--- src/rtl/qtx_pkg.sv ---
package qtx_pkg;

  localparam int SW = 16;
  localparam int AW = 40;

  typedef logic signed [SW-1:0] samp_t;
  typedef logic signed [AW-1:0] acc_t;

  typedef struct packed {
    samp_t i;
    samp_t q;
  } cplx_t;

  // Symmetric pulse-shaping taps; n is the tap number in 0..ntaps-1.
  function automatic samp_t rrc_coef(input int n, input int ntaps);
    int m;
    m = (n >= ntaps / 2) ? (ntaps - 1 - n) : n;
    case (m)
      0:       return -16'sd120;
      1:       return -16'sd320;
      2:       return -16'sd360;
      3:       return -16'sd80;
      4:       return 16'sd440;
      5:       return 16'sd920;
      6:       return 16'sd920;
      7:       return 16'sd240;
      8:       return -16'sd1040;
      9:       return -16'sd2400;
      10:      return -16'sd2800;
      11:      return -16'sd1200;
      12:      return 16'sd3200;
      13:      return 16'sd10800;
      14:      return 16'sd20000;
      15:      return 16'sd27200;
      default: return 16'sd0;
    endcase
  endfunction

  // Gray-coded constellation: index bit 0 sets the I sign, bit 1 the Q sign.
  function automatic cplx_t map_symbol(input logic [1:0] idx, input samp_t amp);
    cplx_t p;
    p.i = idx[0] ? -amp : amp;
    p.q = idx[1] ? -amp : amp;
    return p;
  endfunction

  // Signed product widened to the accumulator width.
  function automatic acc_t mul_wide(input samp_t a, input samp_t b);
    logic signed [2*SW-1:0] p;
    p = a * b;
    return $signed({{(AW - 2*SW){p[2*SW-1]}}, p});
  endfunction

  // Round half up, then clip symmetrically to the 16-bit range.
  function automatic samp_t round_sat(input acc_t acc, input int shift);
    acc_t r;
    acc_t half;
    half = acc_t'(1) <<< (shift - 1);
    r = (acc + half) >>> shift;
    if (r > acc_t'(32767))       return 16'sd32767;
    else if (r < -acc_t'(32767)) return -16'sd32767;
    else                         return r[SW-1:0];
  endfunction

endpackage

--- src/rtl/qtx_decim_unpack.sv ---
module qtx_decim_unpack #(
  parameter int OSR = 4,
  localparam int PW = (OSR > 1) ? $clog2(OSR) : 1
) (
  input  logic          clk,
  input  logic          rst,
  input  logic          in_valid,
  input  logic          i_lsb,
  input  logic          q_lsb,
  output logic [PW-1:0] phase,
  output logic          sym_take,
  output logic [1:0]    sym_idx
);

  always_ff @(posedge clk) begin
    if (rst) begin
      phase <= '0;
    end else if (in_valid) begin
      if (phase == PW'(OSR - 1)) phase <= '0;
      else                       phase <= phase + 1'b1;
    end
  end

  assign sym_take = in_valid && (phase == '0);
  assign sym_idx  = {i_lsb, q_lsb};

endmodule

--- src/rtl/qtx_symbol_line.sv ---
module qtx_symbol_line
  import qtx_pkg::*;
#(
  parameter int    TPP = 8,
  parameter samp_t AMP = 16'sd23170
) (
  input  logic                  clk,
  input  logic                  rst,
  input  logic                  sym_take,
  input  logic [1:0]            sym_idx,
  output logic [TPP-1:0][SW-1:0] line_i,
  output logic [TPP-1:0][SW-1:0] line_q
);

  cplx_t pt;
  assign pt = map_symbol(sym_idx, AMP);

  for (genvar k = 0; k < TPP; k++) begin : g_tap
    if (k == 0) begin : g_head
      always_ff @(posedge clk) begin
        if (rst) begin
          line_i[k] <= '0;
          line_q[k] <= '0;
        end else if (sym_take) begin
          line_i[k] <= pt.i;
          line_q[k] <= pt.q;
        end
      end
    end else begin : g_body
      always_ff @(posedge clk) begin
        if (rst) begin
          line_i[k] <= '0;
          line_q[k] <= '0;
        end else if (sym_take) begin
          line_i[k] <= line_i[k-1];
          line_q[k] <= line_q[k-1];
        end
      end
    end
  end

endmodule

--- src/rtl/qtx_poly_mac.sv ---
module qtx_poly_mac
  import qtx_pkg::*;
#(
  parameter int OSR   = 4,
  parameter int TPP   = 8,
  parameter int SHIFT = 15,
  localparam int NTAPS = OSR * TPP,
  localparam int PW = (OSR > 1) ? $clog2(OSR) : 1
) (
  input  logic                   clk,
  input  logic                   rst,
  input  logic                   s1_valid,
  input  logic [PW-1:0]          s1_phase,
  input  logic [TPP-1:0][SW-1:0] line_i,
  input  logic [TPP-1:0][SW-1:0] line_q,
  output logic                   out_valid,
  output samp_t                  out_i,
  output samp_t                  out_q
);

  acc_t sum_i;
  acc_t sum_q;

  always_comb begin
    sum_i = '0;
    sum_q = '0;
    for (int k = 0; k < TPP; k++) begin
      sum_i = sum_i + mul_wide($signed(line_i[k]), rrc_coef(k * OSR + int'(s1_phase), NTAPS));
      sum_q = sum_q + mul_wide($signed(line_q[k]), rrc_coef(k * OSR + int'(s1_phase), NTAPS));
    end
  end

  always_ff @(posedge clk) begin
    if (rst) begin
      out_valid <= 1'b0;
      out_i     <= '0;
      out_q     <= '0;
    end else begin
      out_valid <= s1_valid;
      if (s1_valid) begin
        out_i <= round_sat(sum_i, SHIFT);
        out_q <= round_sat(sum_q, SHIFT);
      end
    end
  end

endmodule

--- src/rtl/qpsk_rate_matched_tx.sv ---
module qpsk_rate_matched_tx
  import qtx_pkg::*;
#(
  parameter samp_t AMP   = 16'sd23170,
  parameter int    OSR   = 4,
  parameter int    NTAPS = 32,
  parameter int    SHIFT = 15,
  localparam int   TPP   = NTAPS / OSR,
  localparam int   PW    = (OSR > 1) ? $clog2(OSR) : 1
) (
  input  logic        clk,
  input  logic        rst,
  input  logic        in_valid,
  input  logic [15:0] in_i,
  input  logic [15:0] in_q,
  output logic        out_valid,
  output logic [15:0] out_i,
  output logic [15:0] out_q
);

  // Named internal events, brought out for the checker.
  logic [PW-1:0]          phase;
  logic                   sym_take;
  logic [1:0]             sym_idx;
  logic                   s1_valid;
  logic [PW-1:0]          s1_phase;
  logic [TPP-1:0][SW-1:0] line_i;
  logic [TPP-1:0][SW-1:0] line_q;
  samp_t                  y_i;
  samp_t                  y_q;

  logic unused_hi_bits;
  assign unused_hi_bits = ^{in_i[15:1], in_q[15:1]};

  qtx_decim_unpack #(.OSR(OSR)) u_decim (
    .clk      (clk),
    .rst      (rst),
    .in_valid (in_valid),
    .i_lsb    (in_i[0]),
    .q_lsb    (in_q[0]),
    .phase    (phase),
    .sym_take (sym_take),
    .sym_idx  (sym_idx)
  );

  qtx_symbol_line #(.TPP(TPP), .AMP(AMP)) u_line (
    .clk      (clk),
    .rst      (rst),
    .sym_take (sym_take),
    .sym_idx  (sym_idx),
    .line_i   (line_i),
    .line_q   (line_q)
  );

  // Stage 1: phase that goes with the history just updated.
  always_ff @(posedge clk) begin
    if (rst) begin
      s1_valid <= 1'b0;
      s1_phase <= '0;
    end else begin
      s1_valid <= in_valid;
      if (in_valid) s1_phase <= phase;
    end
  end

  qtx_poly_mac #(.OSR(OSR), .TPP(TPP), .SHIFT(SHIFT)) u_mac (
    .clk       (clk),
    .rst       (rst),
    .s1_valid  (s1_valid),
    .s1_phase  (s1_phase),
    .line_i    (line_i),
    .line_q    (line_q),
    .out_valid (out_valid),
    .out_i     (y_i),
    .out_q     (y_q)
  );

  assign out_i = y_i;
  assign out_q = y_q;

endmodule

--- config.mk ---
export PLATFORM = sky130hd
export DESIGN_NAME = qpsk_rate_matched_tx
export DESIGN_NICKNAME = d
export VERILOG_FILES = /design/src/rtl/qtx_pkg.sv /design/src/rtl/qtx_decim_unpack.sv /design/src/rtl/qtx_symbol_line.sv /design/src/rtl/qtx_poly_mac.sv /design/src/rtl/qpsk_rate_matched_tx.sv
export SDC_FILE = /design/constraint.sdc
export NUM_CORES = 2
export LEC_CHECK = 0
export ABC_AREA = 1
export CORE_MARGIN = 5
export CORE_UTILIZATION = 30
export DETAILED_ROUTE_END_ITERATION = 16
export PLACE_DENSITY = 0.41
export SYNTH_ARGS = -nofsm -noshare
export SYNTH_HDL_FRONTEND = slang
export SYNTH_MEMORY_MAX_BITS = 65536
export SYNTH_SLANG_ARGS = --single-unit
--- constraint.sdc ---
create_clock -name clk -period 13.9 [get_ports clk]
set_clock_uncertainty 0.15 [all_clocks]
set_input_delay 2.085 -clock clk [delete_from_list [all_inputs] [get_ports clk]]
set_output_delay 2.085 -clock clk [all_outputs]
set_load 0.02 [all_outputs]
# --- Word-level counts from Yosys, hierarchy flattened ---
# Memories as Yosys holds them, arrays and structs flattened.
# Cells that the tools add are included.
word_totals:
  reg_bits: 294
  mem_bits_ro: 3328
  input_bits: 35
  output_inout_bits: 33
  word_cells: 140
  n_memories: 16
classes:
  add_sub_neg: 32
  multipliers: 16
  n_lt_le_gt_ge: 12
  n_eq_ne: 1
  n_mux: 31
  reduce_logical: 10
mem_list:
  columns: ["memory", "depth", "width", "read_ports", "rd_clocked_by_memory_dff", "write_ports", "line_no", "rtl"]
  rows:
  - ["(name not given)", 16, 13, 1, 0, 0, "qtx_pkg.sv:18", "case (m)"]
  - ["(name not given)", 16, 13, 1, 0, 0, "qtx_pkg.sv:18", null]
  - ["(name not given)", 16, 13, 1, 0, 0, "qtx_pkg.sv:18", null]
  - ["(name not given)", 16, 13, 1, 0, 0, "qtx_pkg.sv:18", null]
  - ["(name not given)", 16, 13, 1, 0, 0, "qtx_pkg.sv:18", null]
  - ["(name not given)", 16, 13, 1, 0, 0, "qtx_pkg.sv:18", null]
  - ["10 more memories", null, null, null, null, null, null, null]
op_table:
  columns: ["op", "n"]
  rows:
  - ["$mul A16 B16 Y32", 16]
  - ["$add A40 B32 Y40", 10]
  - ["$mux W16", 22]
  - ["$mux W32", 8]
  - ["$ge A32 B6 Y1 const B", 7]
  - ["$logic_not A28 Y1", 8]
  - ["$sub A6 B32 Y32 const A", 7]
  - ["$add A40 B16 Y40 const B", 2]
  - ["$add A33 B32 Y34", 2]
  - ["$add A32 B32 Y33", 2]
  - ["$gt A25 B16 Y1 const B", 2]
  - ["$lt A25 B16 Y1 const B", 2]
  - ["$add A5 B2 Y6 const A", 4]
  - ["$add A4 B2 Y5 const A", 2]
  - ["$sub A5 B2 Y6 const A", 1]
  - ["$ge A2 B5 Y1 const B", 1]
  - ["$add A3 B2 Y4 const A", 1]
  - ["$add A2 B1 Y2 const B", 1]
  - ["$eq A2 B2 Y1 const B", 1]
  - ["$logic_not A2 Y1", 1]
  - ["$mux W2", 1]
  - ["$logic_and A1 B1 Y1", 1]

# --- Depth between registers and ports, before layout ---
logic_depth:
  word_depth: 17
  depth_mapped: 75
  ltp_nobuf: 72

# --- Modules after synthesis ---
# A second synthesis with hierarchy kept.
unflattened:
  hier_cells: 12506
  area_unflattened_um2: 114267.1
by_module_without_submodules:
  columns: ["mod", "instances", "cells_each", "area_each_um2", "seq_area_each_um2"]
  rows:
  - ["qtx_poly_mac", 1, 12082, 111021.5, 660.6]
  - ["qtx_symbol_line", 1, 388, 2997.9, 800.8]
  - ["qtx_decim_unpack", 1, 20, 138.9, 40.0]
  - ["qpsk_rate_matched_tx", 1, 16, 108.9, 60.1]

# --- Least setup slack after synthesis ---
# Ideal clock, no wire load.
synth_timing:
  path_kind: "flip-flop to flip-flop"
  startpoint: "register s1_phase[0]"
  endpoint: "register u_mac.out_q[2]"
  setup_time_ps: 122
  arrival_time_ps: 14857
  t_required_ps: 13628
  slack_ps: -1229
  path_stages_with_launch: 63
  n_path_buf: 7
  synth_period_minus_slack_ps: 15129
  cell_sequence: "dfxtp_1 clkbuf_1 clkbuf_1 inv_1 ha_1 clkbuf_1 clkbuf_1 buf_1 buf_1 nor2_1 fa_1 fa_1 fa_1 inv_1 fa_1 inv_1 fa_1 fa_1 (+27 left out) inv_1 fa_1 inv_1 ha_1 nand2_2 nor2_1 nand2_1 nor2_2 nand2_2 nand3_2 nand2_1 nand2_1 nand3_1 nor2_2 nand3_2 a21oi_4 buf_6 a21oi_2"
synth_between:
  elab_chain_cells: 17
  elab_cells_between_ends: 75
  classes_between: "add/sub (23); mul (8); order compare (10); mux (18); reduce/logical (8); memory (8)"
synth_rtl:
  columns: ["item", "line_no", "rtl"]
  rows:
  - ["from (decl)", "qpsk_rate_matched_tx.sv:26", "logic [PW-1:0] s1_phase;"]
  - ["from (signal assigned)", "qpsk_rate_matched_tx.sv:62", "if (in_valid) s1_phase <= phase;"]
  - ["$add A3 B2 Y4", "qtx_poly_mac.sv:29", "sum_q = sum_q + mul_wide($signed(line_q[k]), rrc_coef(k * OSR + int'(s1_phase), NTAPS));"]
  - ["$sub A6 B32 Y32 or $ge A32 B6 Y1 (tied branches)", "qtx_pkg.sv:17", "m = (n >= ntaps / 2) ? (ntaps - 1 - n) : n;"]
  - ["$mux W32", "qtx_pkg.sv:17", null]
  - ["$mem_v2 Z16 W13 or $logic_not A28 Y1 (tied branches)", null, null]
  - ["$mux W16", "qtx_pkg.sv:18", null]
  - ["$mul A16 B16 Y32", "qtx_pkg.sv:50", "p = a * b;"]
  - ["$add A32 B32 Y33", "qtx_poly_mac.sv:29", null]
  - ["$add A33 B32 Y34", "qtx_poly_mac.sv:29", null]
  - ["$add A40 B32 Y40 (4 in a row)", "qtx_poly_mac.sv:29", null]
  - ["$add A40 B32 Y40 (*)", "qtx_poly_mac.sv:29", null]
  - ["$add A40 B16 Y40 (*)", "qtx_pkg.sv:59", "r = (acc + half) >>> shift;"]
  - ["$lt A25 B16 Y1", "qtx_pkg.sv:61", "else if (r < -acc_t'(32767)) return -16'sd32767;"]
  - ["$mux W16", "qtx_pkg.sv:61", null]
  - ["$mux W16 (*)", "qtx_pkg.sv:60", "if (r > acc_t'(32767)) return 16'sd32767;"]
  - ["to (signal assigned)", "qtx_poly_mac.sv:42", "out_q <= round_sat(sum_q, SHIFT);"]
  - ["to (decl)", "qtx_poly_mac.sv:18", "output samp_t out_q"]
# Every way passes the cells marked *; elsewhere a longest branch is shown, timed or not.
# A chain may end at the register's enable or synchronous reset.

# --- Worst setup path after layout ---
layout_timing:
  startpoint: "register s1_phase[0]"
  endpoint: "register u_mac.out_q[6]"
# The elaborated chain is that of the path after synthesis.

==> Flow_metrics.wiki <==
{| class="wikitable"
! Metric !! Value
|-
| Setup total negative slack || -15.53 ns
|-
| Sequential share of the synthesized area || 0.0171
|-
| Clock latency of the later-clocked register in the worst-skew pair || between 0.4 and 0.5 ns
|-
| Netlist area before placement || between 90,000 and 100,000 um2
|-
| Worst Tran Pin Value || between 0.9 and 1 ns
|-
| Number of port buffers || 37
|-
| Num CTS Buffers || 9
|-
| Predominant post-synthesis flop cell || sky130_fd_sc_hd__dfxtp_1
|-
| Relative area change from synthesis to final layout || 17.3%
|-
| Effective utilization at floorplan || 0.301
|-
| Die outline height || between 500 and 600 um
|-
| Post-layout utilization of the core || 0.354
|-
| Register-to-Register Setup Slack || -0.56 ns
|-
| Finished Cell Area || about 110,000 um2
|-
| Placer's final routability congestion estimate || 0.906
|-
| Placeable core area || roughly 300,000 um2
|-
| Worst hold slack || between 0.3 and 0.4 ns
|-
| Fmax || between 60 and 70 MHz
|-
| Hold-fix buffers, CTS || 0
|-
| Average wire per standard cell || 18.8 um
|-
| Synthesis-stage register bit count || between 70 and 80
|-
| Maximum level of the CTS H-tree || 3
|-
| Worst-path clk slew || about 0.13 ns
|-
| Syn Inst Count || slightly below 10k
|-
| HP Class || flop to flop
|-
| Crit end category || flop
|-
| Drt initial violations || around 2.3k
|-
| Async SR Flop Fraction || 0
|-
| Total routing usage reported by global routing || 0.177
|-
| Crit path max-delay cell type || sky130_fd_sc_hd__fa_2
|-
| Highest net fanout along the worst path || 7
|-
| First-pass GRT wire length || between 400 and 500 mm
|-
| # nets final || ~14k
|-
| WL final || 272 mm
|-
| Final setup fails || 32
|-
| Launching element type of the critical path || flop
|-
| Final cycle utilization of the critical path || 1.04
|-
| RSZ-0062 raised after global routing || yes
|-
| DP Area || 103,000 um2
|-
| Biggest area contributors in the synthesized netlist || sky130_fd_sc_hd__fa_1 (53%), sky130_fd_sc_hd__ha_1 (19%), sky130_fd_sc_hd__inv_1 (15%)
|-
| Most frequently used cell type in the post-synthesis netlist || sky130_fd_sc_hd__inv_1
|-
| Tmin final || roughly 14 ns
|-
| Antenna-violating nets left || 0
|-
| Synth Warn # || 0
|-
| Slew Limit Fails || 0
|-
| Detailed-route via count || about 60k
|-
| Post-synth net total || roughly 13k
|-
| Root buf cell || sky130_fd_sc_hd__clkbuf_16
|-
| List of most frequent post-synthesis cells || sky130_fd_sc_hd__inv_1 (3,735), sky130_fd_sc_hd__fa_1 (2,432), sky130_fd_sc_hd__ha_1 (1,356), sky130_fd_sc_hd__nand2_1 (761), sky130_fd_sc_hd__nor2_1 (351)
|-
| Result of the run || finished, violations left
|-
| Max-Cap Viols || 0
|-
| Data required time of the worst path || 14.08 ns
|-
| Maximum number of pins on one net before global-route repair || 46
|-
| Overflow left after global routing || 0
|-
| Post-synthesis cell type count || 50
|-
| Number of enable flip-flop cells after synthesis || 0
|-
| Die Width || between 500 and 600 um
|-
| Routed via count divided by cell count || a little over 4
|-
| DPL Wire Length || 253 mm
|-
| Number of antenna violations at the first check in global routing || 8
|-
| Cell taking the most area after synthesis || sky130_fd_sc_hd__fa_1
|-
| Failing checks || setup timing
|-
| Peak per-stage delay on the critical path || 0.63 ns
|-
| # rows || between 200 and 250
|-
| DRC violations left || 0
|-
| Synth Area per Inst || around 9.5 um2
|-
| First-pass iteration count of the detailed router || 6
|-
| I/O Pins || 68
|-
| # clock sinks || 78
|-
| Number of filler instances in the final layout || 31.2k
|-
| Setup Crit Path Kind || flop to flop
|-
| Bufs on Longest Clock Path || 2
|-
| Worst slew slack as a fraction of its limit || 0.376
|-
| DIE AREA || between 300,000 and 400,000 um2
|-
| Number of global-route vias before repair || between 60k and 70k
|-
| Fraction of post-synthesis cell area in the top cell type by area || 0.534
|-
| Share of final-layout standard cells stronger than drive strength 1 || 0.170
|-
| Smallest setup slack after layout || -0.557 ns
|-
| Final hold viol count || 0
|-
| WP data arrival || about 15 ns
|-
| Cells on worst reg2reg path || ~60
|-
| CP dominant cell by count || sky130_fd_sc_hd__fa_1
|-
| TritonCTS clock tree || built
|-
| Number of stages on the worst hold path || 2
|}
[cell usage in the layout (no fill, tap or decap), drive strengths merged, types with 87 or more instances in the layout]
cell	n
nand2	803
inv	3744
buf	875
fa	2432
xor2	87
nand3	90
nor2	369
o21ai	133
ha	1356
a21oi	212
[flip-flops by register name, summed over array words and instances (netlist names)]
register and count:
s1_valid 1, u_mac.out_valid 1, s1_phase 2, u_line.line_q 23, u_mac.out_i 16, u_decim.phase 2, u_mac.out_q 16, u_line.line_i 17
[cell type report]
type	count	area, um2	share of cell area
inverters	3746	14100	0.132
diodes	1	2.50	0.0000234
flip-flops and latches	78	1580	0.0148
repair buffers	911	7300	0.0682
multi-input cells	5745	78800	0.736
clock buffers	9	225	0.00210
well taps	3978	4980	0.0465
clock inverters	7	87.6	0.000818
[logic make-up (layout without fill, tap and decap cells)]
logic type | Yosys count | count (layout) | synth area share
flops | 78 | 78 | 0.0171
xor+xnor | 161 | 161 | 0.0157
compound gates | 414 | 414 | 0.0257
other cells | 0 | 1 | 0
buf+inv | 3833 | 4673 | 0.158
fa+ha+maj | 3788 | 3788 | 0.719
simple gates | 1380 | 1382 | 0.0639
[per-stage QoR]
| step | std cells | setup slack (ns) |
|---|---|---|
| after floorplan | 9654 | 0.00101 |
| after global placement | 14400 | -1.52 |
| after detailed placement | 14400 | -1.50 |
| after CTS | 14500 | -0.577 |
| after global routing | 14500 | -1.05 |
| final | 14500 | -0.557 |
[timing repair]
action                                  CTS  global route
buffers inserted                         43            25
endpoints found under the setup margin   32            32
pin swaps                               276           251
gates cloned                              4             0
resized for setup                       575           305
[critical path: cells and delay by family, from the launching register on]
family,cells,cell delay (ns)
compound gates,4,0.62
xor+xnor,1,0.14
fa+ha+maj,21,9.83
buf+inv,19,1.63
flops,1,0.37
simple gates,14,1.57
[layer usage]
layer / vias up / GRT usage / share of wire
li1: 28800 / - / -
met1: 30700 / 0.254 / 0.48
met2: 579 / 0.296 / 0.47
met3: 155 / 0.0129 / 0.025
met4: 0 / 0.0345 / 0.022
met5: - / 0 / 0
[worst paths after layout]
kind                   start               to
min reg2reg  u_mac.out_i[15]  u_mac.out_i[15]
max              s1_phase[0]   u_mac.out_q[6]
min          u_mac.out_i[15]  u_mac.out_i[15]
max reg2reg      s1_phase[0]   u_mac.out_q[6]
Power is not shown: default switching activity piles up to over one toggle a cycle in this logic, so the estimate is an artifact.
